==> src/rtl/lwt_pkg.sv <==
package lwt_pkg;

  localparam int DATA_W  = 10;
  localparam int COEF_W  = 5;
  localparam int FRAC_W  = 3;
  localparam int N_COEF  = 8;
  localparam int SUM_W   = DATA_W + COEF_W + 1;
  localparam int CTX_W   = 4 * DATA_W;
  localparam int WORD_MAX = (1 <<< (DATA_W - 1)) - 1;
  localparam int WORD_MIN = -(1 <<< (DATA_W - 1));

  typedef logic signed [DATA_W-1:0] word_t;
  typedef logic signed [COEF_W-1:0] coef_t;
  typedef logic signed [SUM_W-1:0]  wide_t;

  typedef enum logic [2:0] {
    ST_IDLE = 3'd0,
    ST_P    = 3'd1,
    ST_Q    = 3'd2,
    ST_R    = 3'd3,
    ST_A    = 3'd4,
    ST_D    = 3'd5
  } step_e;

  typedef struct packed {
    word_t f;
    word_t r;
    word_t q;
    word_t p;
  } ctx_t;

  // Hardwired lifting coefficients, signed with FRAC_W fractional bits.
  function automatic coef_t coef_rom(input int idx);
    case (idx)
      0:       return coef_t'(3);
      1:       return coef_t'(-1);
      2:       return coef_t'(-3);
      3:       return coef_t'(-11);
      4:       return coef_t'(1);
      5:       return coef_t'(3);
      6:       return coef_t'(1);
      7:       return coef_t'(-8);
      default: return coef_t'(0);
    endcase
  endfunction

  function automatic wide_t widen(input word_t v);
    return wide_t'(v);
  endfunction

  // Clamp a wide signed value into the data word range.
  function automatic word_t clip_word(input wide_t v);
    if (v > wide_t'(WORD_MAX)) return word_t'(WORD_MAX);
    if (v < wide_t'(WORD_MIN)) return word_t'(WORD_MIN);
    return v[DATA_W-1:0];
  endfunction

  // Product, floored by the fractional shift, then clamped.
  function automatic word_t scaled_product(input coef_t b, input word_t y);
    wide_t be;
    wide_t ye;
    wide_t pr;
    be = wide_t'(b);
    ye = wide_t'(y);
    pr = be * ye;
    return clip_word(pr >>> FRAC_W);
  endfunction

  // One lifting step W = X + Bi*Y + Bj*Z with all clamps applied.
  function automatic word_t lift_step(input word_t x, input coef_t bi, input word_t y,
                                      input coef_t bj, input word_t z);
    wide_t s;
    s = widen(x) + widen(scaled_product(bi, y)) + widen(scaled_product(bj, z));
    return clip_word(s);
  endfunction

endpackage

==> src/rtl/lwt_mac.sv <==
module lwt_mac
  import lwt_pkg::*;
(
  input  word_t x_i,
  input  coef_t bi_i,
  input  word_t y_i,
  input  coef_t bj_i,
  input  word_t z_i,
  output word_t prod_y_o,
  output word_t prod_z_o,
  output word_t w_o
);

  // Two multipliers in parallel, then two adders in series.
  assign prod_y_o = scaled_product(bi_i, y_i);
  assign prod_z_o = scaled_product(bj_i, z_i);
  assign w_o      = lift_step(x_i, bi_i, y_i, bj_i, z_i);

endmodule

==> src/rtl/lwt_seq.sv <==
module lwt_seq
  import lwt_pkg::*;
#(
  parameter int FILL_PAIRS = 2
)(
  input  logic  clk,
  input  logic  rst_n,
  input  logic  start_i,
  input  logic  load_i,
  output step_e step_o,
  output logic  busy_o,
  output logic  acc_start_o,
  output logic  acc_load_o,
  output logic  commit_o,
  output logic  filled_o
);

  localparam int FILL_W = $clog2(FILL_PAIRS + 1);
  localparam logic [FILL_W-1:0] FILL_FULL = FILL_W'(FILL_PAIRS);

  step_e             step_q;
  step_e             step_d;
  logic [FILL_W-1:0] fill_q;

  assign busy_o      = (step_q != ST_IDLE);
  assign acc_load_o  = load_i && !busy_o;
  assign acc_start_o = start_i && !busy_o && !load_i;
  assign commit_o    = (step_q == ST_D);
  assign filled_o    = (fill_q == FILL_FULL);
  assign step_o      = step_q;

  always_comb begin
    case (step_q)
      ST_IDLE: step_d = acc_start_o ? ST_P : ST_IDLE;
      ST_P:    step_d = ST_Q;
      ST_Q:    step_d = ST_R;
      ST_R:    step_d = ST_A;
      ST_A:    step_d = ST_D;
      default: step_d = ST_IDLE;
    endcase
  end

  always_ff @(posedge clk or negedge rst_n) begin
    if (!rst_n) begin
      step_q <= ST_IDLE;
      fill_q <= '0;
    end else begin
      step_q <= step_d;
      if (acc_load_o) begin
        fill_q <= FILL_FULL;
      end else if (commit_o && !filled_o) begin
        fill_q <= fill_q + FILL_W'(1);
      end
    end
  end

endmodule

==> src/rtl/lwt_hist.sv <==
module lwt_hist
  import lwt_pkg::*;
(
  input  logic clk,
  input  logic rst_n,
  input  logic load_i,
  input  ctx_t load_val_i,
  input  logic commit_i,
  input  ctx_t commit_val_i,
  output ctx_t hist_o
);

  ctx_t hist_q;

  always_ff @(posedge clk or negedge rst_n) begin
    if (!rst_n) begin
      hist_q <= '0;
    end else if (load_i) begin
      hist_q <= load_val_i;
    end else if (commit_i) begin
      hist_q <= commit_val_i;
    end
  end

  assign hist_o = hist_q;

endmodule

==> src/rtl/lift_wavelet_core.sv <==
module lift_wavelet_core
  import lwt_pkg::*;
#(
  parameter int FILL_PAIRS = 2
)(
  input  logic                     clk,
  input  logic                     rst_n,
  input  logic                     start,
  input  logic signed [DATA_W-1:0] even_in,
  input  logic signed [DATA_W-1:0] odd_in,
  output logic                     busy,
  output logic signed [DATA_W-1:0] approx_out,
  output logic                     approx_valid,
  output logic signed [DATA_W-1:0] detail_out,
  output logic                     detail_valid,
  input  logic                     ctx_load,
  input  logic [CTX_W-1:0]         ctx_in,
  output logic [CTX_W-1:0]         ctx_out
);

  step_e step;
  logic  acc_start;
  logic  acc_load;
  logic  commit;
  logic  filled;

  word_t h_l, f_l;
  word_t wp, wq, wr, wa;
  word_t op_x, op_y, op_z;
  coef_t op_bi, op_bj;
  word_t core_w;
  word_t core_py, core_pz;
  ctx_t  hist;
  ctx_t  hist_next;

  lwt_seq #(.FILL_PAIRS(FILL_PAIRS)) u_seq (
    .clk         (clk),
    .rst_n       (rst_n),
    .start_i     (start),
    .load_i      (ctx_load),
    .step_o      (step),
    .busy_o      (busy),
    .acc_start_o (acc_start),
    .acc_load_o  (acc_load),
    .commit_o    (commit),
    .filled_o    (filled)
  );

  // Operand routing into the shared core, one lifting step per cycle.
  always_comb begin
    op_x  = '0;
    op_y  = '0;
    op_z  = '0;
    op_bi = '0;
    op_bj = '0;
    case (step)
      ST_P: begin
        op_x = h_l;    op_bi = coef_rom(0); op_y = f_l;
      end
      ST_Q: begin
        op_x = hist.f; op_bi = coef_rom(1); op_y = wp;
        op_bj = coef_rom(2); op_z = hist.p;
      end
      ST_R: begin
        op_x = hist.p; op_bi = coef_rom(3); op_y = wq;
        op_bj = coef_rom(4); op_z = hist.q;
      end
      ST_A: begin
        op_x = wq;     op_bi = coef_rom(5); op_y = wr;
        op_bj = coef_rom(6); op_z = hist.r;
      end
      ST_D: begin
        op_x = hist.r; op_bi = coef_rom(7); op_y = wa;
      end
      default: ;
    endcase
  end

  lwt_mac u_mac (
    .x_i      (op_x),
    .bi_i     (op_bi),
    .y_i      (op_y),
    .bj_i     (op_bj),
    .z_i      (op_z),
    .prod_y_o (core_py),
    .prod_z_o (core_pz),
    .w_o      (core_w)
  );

  always_ff @(posedge clk or negedge rst_n) begin
    if (!rst_n) begin
      h_l          <= '0;
      f_l          <= '0;
      wp           <= '0;
      wq           <= '0;
      wr           <= '0;
      wa           <= '0;
      approx_out   <= '0;
      approx_valid <= 1'b0;
      detail_out   <= '0;
      detail_valid <= 1'b0;
    end else begin
      approx_valid <= 1'b0;
      detail_valid <= 1'b0;
      if (acc_start) begin
        h_l <= even_in;
        f_l <= odd_in;
      end
      case (step)
        ST_P: wp <= core_w;
        ST_Q: wq <= core_w;
        ST_R: wr <= core_w;
        ST_A: begin
          wa           <= core_w;
          approx_out   <= core_w;
          approx_valid <= filled;
        end
        ST_D: begin
          detail_out   <= core_w;
          detail_valid <= filled;
        end
        default: ;
      endcase
    end
  end

  always_comb begin
    hist_next.f = f_l;
    hist_next.r = wr;
    hist_next.q = wq;
    hist_next.p = wp;
  end

  lwt_hist u_hist (
    .clk          (clk),
    .rst_n        (rst_n),
    .load_i       (acc_load),
    .load_val_i   (ctx_t'(ctx_in)),
    .commit_i     (commit),
    .commit_val_i (hist_next),
    .hist_o       (hist)
  );

  assign ctx_out = hist;

endmodule

==> config.mk <==
export PLATFORM = sky130hd
export DESIGN_NAME = lift_wavelet_core
export DESIGN_NICKNAME = d
export VERILOG_FILES = /design/src/rtl/lwt_pkg.sv /design/src/rtl/lwt_mac.sv /design/src/rtl/lwt_seq.sv /design/src/rtl/lwt_hist.sv /design/src/rtl/lift_wavelet_core.sv
export SDC_FILE = /design/constraint.sdc
export NUM_CORES = 1
export LEC_CHECK = 0
export BUFFER_PORTS_ARGS = -buffer_cell sky130_fd_sc_hd__buf_2
export CORE_MARGIN = 2
export CORE_UTILIZATION = 60
export CTS_CLUSTER_SIZE = 30
export DETAILED_ROUTE_END_ITERATION = 8
export GPL_TIMING_DRIVEN = 1
export PLACE_DENSITY_LB_ADDON = 0.15
export SYNTH_ARGS = -nofsm -noshare
export SYNTH_HDL_FRONTEND = slang
export SYNTH_HIERARCHICAL = 1
export SYNTH_SLANG_ARGS = --single-unit
==> constraint.sdc <==
create_clock -name clk -period 26.7 [get_ports clk]
set_input_delay 5.34 -clock clk [delete_from_list [all_inputs] [get_ports clk]]
set_output_delay 5.34 -clock clk [all_outputs]
set_load 0.05 [all_outputs]
==> reports/metrics.json, run 1 <==
{
  "io_buffers": 126,
  "routed-via-count": 8644,
  "fin_nets": 1436,
  "clock-skew-final_ns": 0.007774,
  "worst-slew-pin-transition_ns": 1.330,
  "drt_iter0_markers": 823,
  "initial_utilization": 0.6098,
  "place_hpwl_um": 22180,
  "area_growth_syn_to_layout_pct": 12.43,
  "report.final.hold_viol_count": 0,
  "postSynthAreaPerCell_sq_um": 9.728,
  "unrepaired_setup_endpoints_after_global_routing": "false",
  "grt-ovfl-total": 0,
  "numClockSinks": 117,
  "drt.antenna.violating_nets": 0,
  "slew_headroom": 0.1057,
  "worst_hold_slack_ns": 0.4919,
  "cts-root-buf": "sky130_fd_sc_hd__clkbuf_16",
  "grt_first_pass_wirelength_um": 45820,
  "arrival_ns": 10.62,
  "worstSetupStartpointType": "flip-flop",
  "path_clk_slew_ns": 0.05,
  "worstPathRequired_ns": 27.05,
  "max_freq_mhz": 97.28,
  "drive_above_1_share": 0.2118,
  "maxSlewViolCount": 0,
  "holdBufCountCts": 0,
  "clock_tree.htree_level_count": 4,
  "crit_start": "u_seq/step_o[0]",
  "detailedRoute.firstPassIterationCount": 5,
  "coreArea_sq_mm": 0.01796,
  "reg2reg_to": "wq[8]",
  "crit_path_end": "wq[8]",
  "outcome": "finished clean",
  "grt_antenna_before_repair": 0,
  "drt-total-wl_um": 28610,
  "timing.setup.critical_path_class": "flip-flop to flip-flop",
  "biggest_fanout_along_the_worst_timing_path": 64,
  "syn-instance-count": 1126,
  "worst_skew_pair.late_latency_ns": 0.41,
  "max_cap_violations": 0,
  "regToRegStartpoint": "u_seq/step_o[0]",
  "cts_tree": "built",
  "clock_path_buffers": 2,
  "cts_buffers": 17,
  "maximum_number_of_pins_on_one_net_before_global_route_repair": 83,
  "post_cts.repair.setup_buffers": 0,
  "setup_total_negative_slack_ns": 0,
  "floorplan.die_area_sq_mm": 0.01935,
  "gp_congestion": 0.9328,
  "period_share": 0.3850,
  "wl_per_cell_um": 19.33,
  "chipHeight_um": 139.1,
  "post_layout_utilization_of_the_core": 0.6856,
  "reg2reg_depth": 27,
  "drc": 0,
  "report.final.setup_viol": 0,
  "grt_pass1_vias": 8568,
  "avgViaCountPerCell": 5.841,
  "reg2reg_setup_slack_ns": 16.42,
  "multi_input_area_sq_mm": 0.007218,
  "layout.area.seq_sq_mm": 0.002932,
  "final_period_minus_worst_setup_slack_ns": 10.28,
  "postCtsResizedCells": 0,
  "die_width_um": 139.1,
  "synth.cell_area_sq_mm": 0.01095,
  "design.portCount": 127,
  "final.fill_count": 1431,
  "yosysWarnings": 6,
  "global_routing_usage_summed_across_all_routing_layers": 0.2959,
  "num_antenna_cells": 0,
  "placement_rows": 49,
  "timing.hold.worst.class": "flip-flop to flip-flop",
  "worst_setup_path_end_kind": "flip-flop"
}
per-stage QoR:
stage	instance area, sq um	setup WS [ns]	std cells
floorplan	10980	18.26	1134
global placement	11650	16.79	1448
detailed placement	11650	16.62	1448
CTS	12320	16.56	1480
global route	12320	15.82	1480
finish	12320	16.42	1480
critical path: stages (launching register included):
cell and delay [ns]:
sky130_fd_sc_hd__dfrtp_4 0.40, sky130_fd_sc_hd__buf_4 0.78, sky130_fd_sc_hd__nand3b_1 0.76, sky130_fd_sc_hd__nand2_1 0.50, sky130_fd_sc_hd__and2_1 0.21, sky130_fd_sc_hd__fa_1 0.43
sky130_fd_sc_hd__fa_1 0.49, sky130_fd_sc_hd__inv_1 0.05, sky130_fd_sc_hd__fa_1 0.47, sky130_fd_sc_hd__inv_1 0.04, sky130_fd_sc_hd__ha_1 0.32, sky130_fd_sc_hd__a21o_1 0.20
sky130_fd_sc_hd__o21bai_1 0.20, sky130_fd_sc_hd__o2111ai_1 0.28, sky130_fd_sc_hd__o21ai_0 0.16, sky130_fd_sc_hd__xnor2_1 0.48, sky130_fd_sc_hd__a21boi_1 0.48, sky130_fd_sc_hd__a21oi_1 0.12
sky130_fd_sc_hd__fa_1 0.50, sky130_fd_sc_hd__inv_1 0.07, sky130_fd_sc_hd__ha_1 0.31, sky130_fd_sc_hd__a211oi_1 0.38, sky130_fd_sc_hd__o21ai_0 0.17, sky130_fd_sc_hd__a21boi_0 1.03
sky130_fd_sc_hd__or3_1 0.23, sky130_fd_sc_hd__a21oi_1 0.07, sky130_fd_sc_hd__o32ai_1 0.80, sky130_fd_sc_hd__mux2_2 0.29
flip-flops by register name, indices dropped and copies added (netlist names):
| name | cells |
|---|---|
| detail_valid | 1 |
| approx_valid | 1 |
| detail_out | 10 |
| u_seq/fill_q | 2 |
| wa | 10 |
| f_l | 10 |
| wr | 10 |
| wq | 10 |
| u_hist/hist_o | 40 |
| wp | 10 |
| u_seq/step_o | 3 |
| h_l | 10 |
cell type report:
cell class                 count  share of cell area
inverter                     139             0.04257
multi-input combinational    830              0.5861
clock inverter                 8             0.01361
tap                          229             0.02327
sequential                   117              0.2380
timing repair buffer         133             0.05567
clock buffer                  24             0.04074
placed cells by master (no fill, tap or decap), drive strengths merged, types with 53 or more instances in the layout:
cell type / n
inv: 139
buf: 133
dfrtp: 117
mux2i: 90
o21ai: 81
fa: 75
mux2: 71
and2: 71
nand2: 68
ha: 59
nor2: 53
worst min-delay path by stage:
| stage | startpoint | end | slack [ns] | depth (start not counted) |
|---|---|---|---|---|
| finish | u_seq/fill_q[1] | u_seq/fill_q[1] | 0.49 | 1 |
| global route | detail_out[5] | detail_out[5] | 0.52 | 1 |
| CTS | u_seq/fill_q[1] | u_seq/fill_q[1] | 0.50 | 1 |
| detailed placement | u_seq/fill_q[1] | u_seq/fill_q[1] | 0.48 | 1 |
| global placement | u_seq/fill_q[1] | u_seq/fill_q[1] | 0.48 | 1 |
| floorplan | u_seq/fill_q[1] | u_seq/fill_q[1] | 0.46 | 1 |
metal layers:
metal,track usage,share of wire,up-vias
met5,0,0,-
li1,-,-,4049
met4,0.09516,0.034,0
met1,0.4153,0.44,4208
met3,0.04109,0.054,64
met2,0.4791,0.47,323
Power of run 1 is left out: the tool's default activity adds up to more than one toggle a clock period on the data nets, which glitch-free logic cannot reach.
==> inputs of run 2 (changes only) <==
--- a/config.mk
+++ b/config.mk
@@ -7,7 +7,7 @@
 export LEC_CHECK = 0
 export BUFFER_PORTS_ARGS = -buffer_cell sky130_fd_sc_hd__buf_2
 export CORE_MARGIN = 2
-export CORE_UTILIZATION = 60
+export CORE_UTILIZATION = 55
 export CTS_CLUSTER_SIZE = 30
 export DETAILED_ROUTE_END_ITERATION = 8
 export GPL_TIMING_DRIVEN = 1
==> constraint.sdc (replaced) <==
create_clock -name clk -period 9.23 [get_ports clk]
set_input_delay 1.846 -clock clk [delete_from_list [all_inputs] [get_ports clk]]
set_output_delay 1.846 -clock clk [all_outputs]
set_load 0.05 [all_outputs]
==> reports/metrics.json, run 2 (same netlist as run 1, synthesis figures left out) <==
{
  "place_hpwl": {"value": 22890, "unit": "um", "change": "was 22180 um"},
  "chipHeight": {"value": 145.1, "unit": "um", "change": "was 139.1 um"},
  "largest_reg_flops": {"value": 40, "change": "unchanged"},
  "design.portCount": {"value": 127, "change": "unchanged"},
  "cts_buffers": {"value": 17, "change": "unchanged"},
  "cts_tree": {"value": "built", "change": "unchanged"},
  "slew_headroom": {"value": 0.3495, "change": "was 0.1057"},
  "placement_rows": {"value": 51, "change": "was 49"},
  "report.final.setup_viol": {"value": 0, "change": "unchanged"},
  "num_antenna_cells": {"value": 0, "change": "unchanged"},
  "timing.hold.worst.class": {"value": "flip-flop to flip-flop", "change": "unchanged"},
  "die_width": {"value": 145.1, "unit": "um", "change": "was 139.1 um"},
  "clock_tree.htree_level_count": {"value": 4, "change": "unchanged"},
  "avgViaCountPerCell": {"value": 5.509, "change": "was 5.841"},
  "gp_congestion": {"value": 0.9222, "change": "was 0.9328"},
  "coreArea": {"value": 0.01953, "unit": "sq mm", "change": "was 0.01796 sq mm"},
  "maxSlewViolCount": {"value": 0, "change": "unchanged"},
  "wl_per_cell": {"value": 18.73, "unit": "um", "change": "was 19.33 um"},
  "drt.antenna.violating_nets": {"value": 0, "change": "unchanged"},
  "timing.setup.critical_path_class": {"value": "flip-flop to flip-flop", "change": "unchanged"},
  "grt_antenna_before_repair": {"value": 0, "change": "unchanged"},
  "global_routing_usage_summed_across_all_routing_layers": {"value": 0.2750, "change": "was 0.2959"},
  "fin_nets": {"value": 1456, "change": "was 1436"},
  "worstSetupStartpointType": {"value": "flip-flop", "change": "unchanged"},
  "unrepaired_setup_endpoints_after_global_routing": {"value": "false", "change": "unchanged"},
  "routed-via-count": {"value": 8462, "change": "was 8644"},
  "floorplan.die_area": {"value": 0.02106, "unit": "sq mm", "change": "was 0.01935 sq mm"},
  "finalWorstSetupSlack": {"value": 0.4765, "unit": "ns", "change": "was 16.42 ns"},
  "outcome": {"value": "finished clean", "change": "unchanged"},
  "initial_utilization": {"value": 0.5610, "change": "was 0.6098"},
  "mostFrequentLayoutCells": {"value": "sky130_fd_sc_hd__inv_1, sky130_fd_sc_hd__buf_2, sky130_fd_sc_hd__dfrtp_1, sky130_fd_sc_hd__mux2i_1, sky130_fd_sc_hd__fa_1", "change": "unchanged"},
  "maximum_number_of_pins_on_one_net_before_global_route_repair": {"value": 83, "change": "unchanged"},
  "post_layout_utilization_of_the_core": {"value": 0.6391, "change": "was 0.6856"},
  "worstPathRequired": {"value": 9.58, "unit": "ns", "change": "was 27.05 ns"},
  "max_freq": {"value": 114.2, "unit": "MHz", "change": "was 97.28 MHz"},
  "drc": {"value": 0, "change": "unchanged"},
  "fin_cells": {"value": 1536, "change": "was 1480"},
  "report.final.hold_viol_count": {"value": 0, "change": "unchanged"},
  "max_cap_violations": {"value": 0, "change": "unchanged"},
  "drt-total-wl": {"value": 28770, "unit": "um", "change": "was 28610 um"},
  "grt_first_pass_wirelength": {"value": 45770, "unit": "um", "change": "was 45820 um"},
  "cp_slowest_stage_delay": {"value": 0.55, "unit": "ns", "change": "was 1.03 ns"},
  "drt_iter0_markers": {"value": 475, "change": "was 823"},
  "drive_above_1_share": {"value": 0.2305, "change": "was 0.2118"},
  "clock-skew-final": {"value": 0.009233, "unit": "ns", "change": "was 0.007774 ns"},
  "layout_commonest_cell": {"value": "sky130_fd_sc_hd__inv_1", "change": "unchanged"},
  "final_period_minus_worst_setup_slack": {"value": 8.753, "unit": "ns", "change": "was 10.28 ns"},
  "worst_setup_path_end_kind": {"value": "flip-flop", "change": "unchanged"},
  "cp_slowest_cell": {"value": "sky130_fd_sc_hd__fa_1", "change": "was sky130_fd_sc_hd__a21boi_0"},
  "worst-slew-pin-transition": {"value": 0.9757, "unit": "ns", "change": "was 1.330 ns"},
  "clock_path_buffers": {"value": 2, "change": "unchanged"},
  "io_buffers": {"value": 126, "change": "unchanged"},
  "cpMostUsedCell": {"value": "sky130_fd_sc_hd__fa_1", "change": "unchanged"},
  "period_share": {"value": 0.9484, "change": "was 0.3850"},
  "grt_pass1_vias": {"value": 8381, "change": "was 8568"},
  "path_clk_slew": {"value": 0.06, "unit": "ns", "change": "was 0.05 ns"},
  "grt-ovfl-total": {"value": 0, "change": "unchanged"},
  "numClockSinks": {"value": 117, "change": "unchanged"},
  "setup_total_negative_slack": {"value": 0, "unit": "ns", "change": "unchanged"},
  "worst_skew_pair.late_latency": {"value": 0.42, "unit": "ns", "change": "was 0.41 ns"},
  "arrival": {"value": 9.10, "unit": "ns", "change": "was 10.62 ns"},
  "dpl_worst_slack": {"value": 0.3581, "unit": "ns", "change": "was 16.62 ns"},
  "placed_cells": {"value": 1503, "change": "was 1448"},
  "detailedRoute.firstPassIterationCount": {"value": 5, "change": "unchanged"},
  "holdBufCountCts": {"value": 0, "change": "unchanged"},
  "area_growth_syn_to_layout": {"value": 13.92, "unit": "%", "change": "was 12.43%"},
  "final.fill_count": {"value": 1685, "change": "was 1431"},
  "cts-root-buf": {"value": "sky130_fd_sc_hd__clkbuf_16", "change": "unchanged"},
  "biggest_fanout_along_the_worst_timing_path": {"value": 10, "change": "was 64"}
}
-- run 2: cell count changes in the layout (fill, tap and decap cells not counted), moves of 3 or more --
cell                         change
sky130_fd_sc_hd__buf_4          +19
sky130_fd_sc_hd__bufinv_16       -4
sky130_fd_sc_hd__clkbuf_8        -4
sky130_fd_sc_hd__clkinv_4        +4
sky130_fd_sc_hd__clkinvlp_4      +3
sky130_fd_sc_hd__inv_6           +3
sky130_fd_sc_hd__o2bb2ai_1       -6
sky130_fd_sc_hd__o2bb2ai_2       +6
-- run 2: layout make-up --
type | count | area, sq um | share of cell area
multi-input cells | 830 | 7274 | 0.5829
flip-flops and latches | 117 | 2932 | 0.2349
repair buffers | 153 | 848.3 | 0.06798
inverters | 139 | 524.3 | 0.04201
clock buffers | 19 | 442.9 | 0.03549
well taps | 265 | 331.6 | 0.02657
clock inverters | 13 | 126.4 | 0.01013
-- run 2: timing repair --
item,CTS,global route
endpoints found under the setup margin,0,38
buffers inserted,0,1
resized for setup,0,11
hold endpoints to repair,0,0
-- run 2: path summary, 6_finish.rpt --
check	start	endpoint	slack, ns	depth (start not counted)
min in group asynchronous	rst_n	u_hist/hist_o[36]	1.40	1
max	u_seq/step_o[1]	wp[0]	0.48	27
max reg2reg	u_seq/step_o[1]	wp[0]	0.48	27
min reg2reg	detail_out[8]	detail_out[8]	0.50	1
min	detail_out[8]	detail_out[8]	0.50	1
max in group asynchronous	rst_n	u_seq/step_o[0]	6.33	2
-- run 2: per-stage QoR --
stage / hold WS [ns] / area, sq um
floorplan: 0.4630 / 10980
global route: 0.5184 / 12480
CTS: 0.5009 / 12420
global placement: 0.4794 / 11850
detailed placement: 0.4887 / 11850
finish: 0.5004 / 12480
-- run 2: worst max-delay path, delay by kind of cell (launching register included) --
family          cells  cell delay (ns)
fa+ha+maj           8             3.43
compound gates     13             3.28
simple gates        2             0.66
xor+xnor            2             0.54
flops               1             0.47
mux                 1             0.28
buf+inv             1             0.05
-- run 2: per-layer routing --
metal | wire [um] | vias to the layer above | track usage
li1 | - | 4082 | -
met1 | 13130 | 4089 | 0.3728
met2 | 13320 | 237 | 0.4457
met3 | 1253 | 54 | 0.04214
met4 | 1076 | 0 | 0.1088
met5 | 0 | - | 0
Power of run 2 is left out for the same reason.
